==> src/rtl/imix_pkg.sv <==
package imix_pkg;
    localparam int unsigned NUM_CAT = 5;
    localparam int unsigned CAT_W   = 3;

    typedef enum logic [CAT_W-1:0] {
        CAT_LDST  = 3'd0,
        CAT_FP    = 3'd1,
        CAT_CTRL  = 3'd2,
        CAT_ALU   = 3'd3,
        CAT_OTHER = 3'd4
    } imix_cat_e;
endpackage

==> src/rtl/imix_opc_table.sv <==
module imix_opc_table
    import imix_pkg::*;
#(
    parameter int unsigned IDX_W = 8
) (
    input  logic             clk,
    input  logic             rst_n,
    input  logic             wr_en,
    input  logic [IDX_W-1:0] wr_idx,
    input  logic [CAT_W-1:0] wr_code,
    input  logic [IDX_W-1:0] lk_idx,
    output logic [CAT_W-1:0] lk_code,
    input  logic [IDX_W-1:0] rd_idx,
    output logic [CAT_W-1:0] rd_code
);
    localparam int unsigned DEPTH = 1 << IDX_W;

    typedef struct packed {
        logic [DEPTH-1:0][CAT_W-1:0] ent;
    } tbl_st_t;

    tbl_st_t st_d, st_q;

    always_comb begin
        st_d = st_q;
        if (wr_en) begin
            st_d.ent[wr_idx] = wr_code;
        end
    end

    always_ff @(posedge clk or negedge rst_n) begin
        if (!rst_n) begin
            for (int i = 0; i < DEPTH; i++) begin
                st_q.ent[i] <= CAT_OTHER;
            end
        end else begin
            st_q <= st_d;
        end
    end

    // lookup sees registered contents: a same-cycle write is not visible yet
    assign lk_code = st_q.ent[lk_idx];
    assign rd_code = st_q.ent[rd_idx];

    // a write lands at its index on the edge
    p_write_lands_r8: assert property (@(posedge clk) disable iff (!rst_n)
        wr_en |=> st_q.ent[$past(wr_idx)] == $past(wr_code));
endmodule

==> src/rtl/imix_classifier.sv <==
module imix_classifier
    import imix_pkg::*;
(
    input  logic               fire,
    input  logic [CAT_W-1:0]   code,
    output logic [NUM_CAT-1:0] inc_vec
);
    logic [CAT_W-1:0] cat;

    // codes beyond the last category fold into the catch-all bucket
    always_comb begin
        if (code >= CAT_W'(NUM_CAT)) begin
            cat = CAT_W'(NUM_CAT - 1);
        end else begin
            cat = code;
        end
    end

    for (genvar g = 0; g < NUM_CAT; g++) begin : g_hit
        assign inc_vec[g] = fire && (cat == CAT_W'(g));
    end
endmodule

==> src/rtl/imix_cat_counter.sv <==
module imix_cat_counter #(
    parameter int unsigned CNT_W = 32
) (
    input  logic             clk,
    input  logic             rst_n,
    input  logic             clr,
    input  logic             inc,
    output logic [CNT_W-1:0] cnt
);
    localparam logic [CNT_W-1:0] CNT_MAX = '1;

    typedef struct packed {
        logic [CNT_W-1:0] cnt;
    } cnt_st_t;

    cnt_st_t st_d, st_q;

    always_comb begin
        st_d = st_q;
        if (clr) begin
            st_d.cnt = '0;
        end else if (inc && (st_q.cnt != CNT_MAX)) begin
            st_d.cnt = st_q.cnt + 1'b1;
        end
    end

    always_ff @(posedge clk or negedge rst_n) begin
        if (!rst_n) begin
            st_q <= '0;
        end else begin
            st_q <= st_d;
        end
    end

    assign cnt = st_q.cnt;

    p_clear_zero_r6: assert property (@(posedge clk) disable iff (!rst_n)
        clr |=> cnt == '0);
    p_hold_idle_r5: assert property (@(posedge clk) disable iff (!rst_n)
        (!clr && !inc) |=> $stable(cnt));
    p_no_overflow_r7: assert property (@(posedge clk) disable iff (!rst_n)
        (!clr && inc && cnt == CNT_MAX) |=> cnt == CNT_MAX);
    p_step_one_r3: assert property (@(posedge clk) disable iff (!rst_n)
        (!clr && inc && cnt != CNT_MAX) |=> cnt == $past(cnt) + 1'b1);
endmodule

==> src/rtl/imix_counter.sv <==
module imix_counter
    import imix_pkg::*;
#(
    parameter int unsigned CNT_W   = 32,
    parameter int unsigned INSN_W  = 32,
    parameter int unsigned MAJ_LSB = 30,
    parameter int unsigned MAJ_W   = 2,
    parameter int unsigned MIN_LSB = 19,
    parameter int unsigned MIN_W   = 6
) (
    input  logic                       clk,
    input  logic                       rst_n,
    input  logic                       insn_valid,
    input  logic [INSN_W-1:0]          insn_word,
    input  logic                       count_en,
    input  logic                       clear,
    input  logic                       tbl_we,
    input  logic [MAJ_W+MIN_W-1:0]     tbl_addr,
    input  logic [CAT_W-1:0]           tbl_wdata,
    input  logic [MAJ_W+MIN_W-1:0]     tbl_raddr,
    output logic [CAT_W-1:0]           tbl_rdata,
    input  logic [$clog2(NUM_CAT)-1:0] rd_sel,
    output logic [CNT_W-1:0]           rd_count
);
    localparam int unsigned IDX_W = MAJ_W + MIN_W;
    localparam int unsigned SEL_W = $clog2(NUM_CAT);

    logic [IDX_W-1:0]              lk_idx;
    logic [CAT_W-1:0]              lk_code;
    logic                          fire;
    logic [NUM_CAT-1:0]            inc_vec;
    logic [NUM_CAT-1:0][CNT_W-1:0] cnt;

    assign lk_idx = {insn_word[MAJ_LSB +: MAJ_W], insn_word[MIN_LSB +: MIN_W]};
    assign fire   = insn_valid && count_en && !clear;

    imix_opc_table #(.IDX_W(IDX_W)) u_table (
        .clk     (clk),
        .rst_n   (rst_n),
        .wr_en   (tbl_we),
        .wr_idx  (tbl_addr),
        .wr_code (tbl_wdata),
        .lk_idx  (lk_idx),
        .lk_code (lk_code),
        .rd_idx  (tbl_raddr),
        .rd_code (tbl_rdata)
    );

    imix_classifier u_class (
        .fire    (fire),
        .code    (lk_code),
        .inc_vec (inc_vec)
    );

    for (genvar g = 0; g < NUM_CAT; g++) begin : g_cnt
        imix_cat_counter #(.CNT_W(CNT_W)) u_cnt (
            .clk   (clk),
            .rst_n (rst_n),
            .clr   (clear),
            .inc   (inc_vec[g]),
            .cnt   (cnt[g])
        );
    end

    always_comb begin
        rd_count = '0;
        for (int k = 0; k < NUM_CAT; k++) begin
            if (rd_sel == SEL_W'(k)) begin
                rd_count = cnt[k];
            end
        end
    end

    // out-of-range table codes must land in the catch-all counter
    p_fold_other_r4: assert property (@(posedge clk) disable iff (!rst_n)
        (fire && lk_code >= CAT_W'(NUM_CAT)) |-> inc_vec[NUM_CAT-1]);
    // a counted instruction raises exactly one increment
    p_one_hit_r3: assert property (@(posedge clk) disable iff (!rst_n)
        fire |-> $countones(inc_vec) == 1);
endmodule

==> config.mk <==
export PLATFORM = sky130hd
export DESIGN_NAME = imix_counter
export DESIGN_NICKNAME = d
export VERILOG_FILES = /design/src/rtl/imix_pkg.sv /design/src/rtl/imix_opc_table.sv /design/src/rtl/imix_classifier.sv /design/src/rtl/imix_cat_counter.sv /design/src/rtl/imix_counter.sv
export SDC_FILE = /design/constraint.sdc
export NUM_CORES = 2
export LEC_CHECK = 0
export BUFFER_PORTS_ARGS = -buffer_cell sky130_fd_sc_hd__buf_4
export CORE_UTILIZATION = 45
export DETAILED_ROUTE_END_ITERATION = 8
export HOLD_SLACK_MARGIN = 0.03
export SLEW_MARGIN = 10
export SYNTH_ARGS = -nofsm -noshare
export SYNTH_HDL_FRONTEND = slang
export SYNTH_SLANG_ARGS = --single-unit
==> constraint.sdc <==
create_clock -name clk -period 6.29 [get_ports clk]
set_input_delay 1.258 -clock clk [delete_from_list [all_inputs] [get_ports clk]]
set_output_delay 1.258 -clock clk [all_outputs]
set_load 0.01 [all_outputs]
==> out/metrics.cfg <==
[min_path]
min_to = u_table.st_q[283]
min-delay-start = u_table.st_q[283]
holdPathStages = 1
hold_class = register to register

[setup_path]
critPathBufInv = 4
crit-reg2reg-launch = u_table.st_q[157]
cpPeakStageDelay_ns = 0.58
worstPathRequired_ns = 5.03
critPathSlowestCell = mux4_2
r2r_slack_ns = 2.08
cp-start-kind = input port
path_delay_family = multiplexers
cp_cell_sequence = buf_8 -> buf_12 -> buf_4 -> mux4_2 -> mux4_2 -> mux4_2 -> mux4_2 -> buf_4
crit_type = input port to output pin
ff2ff_path_depth = 12
cp_max_fo = 18
r2r_end = g_cnt[0].u_cnt.cnt[8]
end_kind = output pin
critPathArrivalTime_ns = 4.38
crit_path_frequent_cell = mux4_2

[sta]
tns_ns = 0
fin_skew_ns = 0.0658
fmax_ghz = 0.177
relSlewSlack = 0.214
rsz0062_at_grt = no
fin_crit_sh = 0.896
hold_ws_ns = 0.525
final_max_slew_viol_count = 0
hold_viol = 0
fin_crit_ns = 5.63
worstMarginPinSlew_ns = 1.18
setup_violations = 0

[synthesis]
synth_edf_count = 0
netlist_instances = 4101
ys.flop_type = dfrtp_1
postSynth.asyncResetShare = 1.00
syn_nets = 4166
ys_top_cells_by_count = 797 x mux2_2, 672 x dfrtp_1, 370 x mux4_2, 320 x nor2_1, 256 x dfstp_2
ys_warn_count = 0
netlist_area_mm2 = 0.0526
seq_area_frac_synth = 0.448
ys_seq_elements = 928
synth_top_area_cell = dfrtp_1
synth_area_per_cell_um2 = 12.8
yosysUniqueCellTypes = 80
yosys.cell_count.top_type = mux2_2
synth_top_area_share = 0.320
ys_top_cells_by_area = dfrtp_1 32%, mux2_2 17%, mux4_2 16%, dfstp_2 13%, mux2i_1 3.8%

[cells_and_area]
multi_input_area_mm2 = 0.0274
layout-drive-gt1-share = 0.440
post-route-util = 0.504
finalInstanceArea_mm2 = 0.0585
n_fill_cell = 10100
fin_nets = 4151
seqCellArea_mm2 = 0.0235
area_delta_synth_final_pct = 11.1

[floorplan]
core.rowCount = 125
ioPinCount = 95
fp.dieW_um = 344
initial_core_util = 0.453
die_h_um = 344
core-area_mm2 = 0.116
die_area_mm2 = 0.118

[global_route]
top_usage_layer = met2
use_met3 = 0.0473
use_met2 = 0.432
grtUsageTotal = 0.281
overflow = 0
grt_pass1_vias = 36300
grt_first_pass_wirelength_um = 247000
grt_max_degree = 193
antenna_found_initial = 4
met1_usage = 0.398

[drt]
routedWlPerCell_um = 28.9
drt_first_pass_iters = 5
routed-via-count = 36700
ant_nets = 0
drtIter0Drc = 3830
vias_per_cell = 6.44
drc = 0
drt-total-wl_um = 165000

[clock_network]
cts_resized = 0
post_cts_buffers = 0
cts_max_level = 3
hold_buffers = 0
cts_buffers = 106
clkSinkCount = 928
cts_root_buf = clkbuf_16
clk_path_buf_depth = 3
worstSkewPairLatency_ns = 0.74
path_clk_slew_ns = 0.06
cts_tree = done

[placement]
placed_area_mm2 = 0.0549
port_buffers = 70
dp_hpwl_um = 112000
finalWeightedCongestion = 0.909

[pwr]
total_power_mw = 14.4
power.static_leakage_nw = 24.5
power_density_mw_per_mm2 = 246
peakVddDrop_uv = 243

[run_status]
status = finished clean

[job]
max_cap_violations = 0

metrics by stage:
step	instances	worst slack [ns]
final	5702	0.656
after global routing	5700	0.635
after CTS	5700	0.687
after detailed placement	5502	0.664
after global placement	5502	0.688
after floorplan	4101	0.818
worst max path at each step:
stage | slack [ns] | startpoint | cells past startpoint | end
after global placement | 0.69 | insn_word[21] | 13 | g_cnt[0].u_cnt.cnt[8]
after global routing | 0.64 | tbl_raddr[0] | 8 | tbl_rdata[1]
final | 0.66 | tbl_raddr[0] | 8 | tbl_rdata[1]
after CTS | 0.69 | tbl_raddr[0] | 8 | tbl_rdata[1]
after detailed placement | 0.66 | insn_word[21] | 13 | g_cnt[0].u_cnt.cnt[8]
after floorplan | 0.82 | tbl_raddr[0] | 7 | tbl_rdata[0]
worst register-to-register path, stage by stage (launching register included):
cell and delay (ns):
dfrtp_1 0.41, mux4_1 0.58, mux4_2 0.48, o22ai_1 0.17, nor3_1 0.14, or4_1 0.59, o32ai_2 0.17, buf_4 0.25
o31a_1 0.38, nand3_2 0.21, buf_12 0.21, or4_1 0.46, o21ai_0 0.09
logic make-up after synthesis:
logic type / synth area share
buffers and inverters: 0.0328
muxes: 0.371
and+or+nand+nor: 0.0882
AOI/OAI and AO/OA: 0.0541
adders and majority gates: 0.00119
xor gates and xnor gates: 0.00483
DFF: 0.448
cell type report:
class,count,area share
multi-input cells,2796,0.468
flip-flops and latches,928,0.403
clock buffers,163,0.0542
well taps,1524,0.0326
repair buffers,207,0.0323
clock inverters,35,0.00698
inverters,47,0.00302
diodes,2,0.0000856
sequential cells by signal (all words and copies together), names as in the netlist:
signal and flops:
g_cnt.u_cnt.cnt 160, u_table.st_q 768
cell usage in the layout (no fill, tap or decap), types with 39 or more instances in the layout:
master | synthesis | routed
mux2_2 | 797 | 797
dfrtp_1 | 672 | 672
mux4_2 | 370 | 370
nor2_1 | 320 | 315
dfstp_2 | 256 | 256
mux2i_1 | 198 | 198
nand2_1 | 188 | 188
buf_4 | 10 | 176
a21oi_1 | 127 | 127
clkbuf_16 | 0 | 107
a22oi_1 | 101 | 101
nand3_1 | 99 | 98
o21ai_0 | 74 | 74
or3_1 | 59 | 59
nor2b_1 | 52 | 51
nand4_1 | 49 | 49
inv_1 | 45 | 45
and3_1 | 39 | 39
power breakdown:
group	switching [mW]	internal [mW]	leakage [nW]
Sequential	0.209	6.28	11.9
Combinational	0.854	0.647	10.8
Clock	2.63	3.75	1.76
Total	3.69	10.7	24.5
metal layers:
layer	share of wire	vias up	routed length, µm
met5	0.00016	-	27
met4	0.044	4	7240
met3	0.066	338	10800
met2	0.46	1391	76200
met1	0.43	19400	70300
li1	-	15600	-
Power figures use the tool's default switching activity.
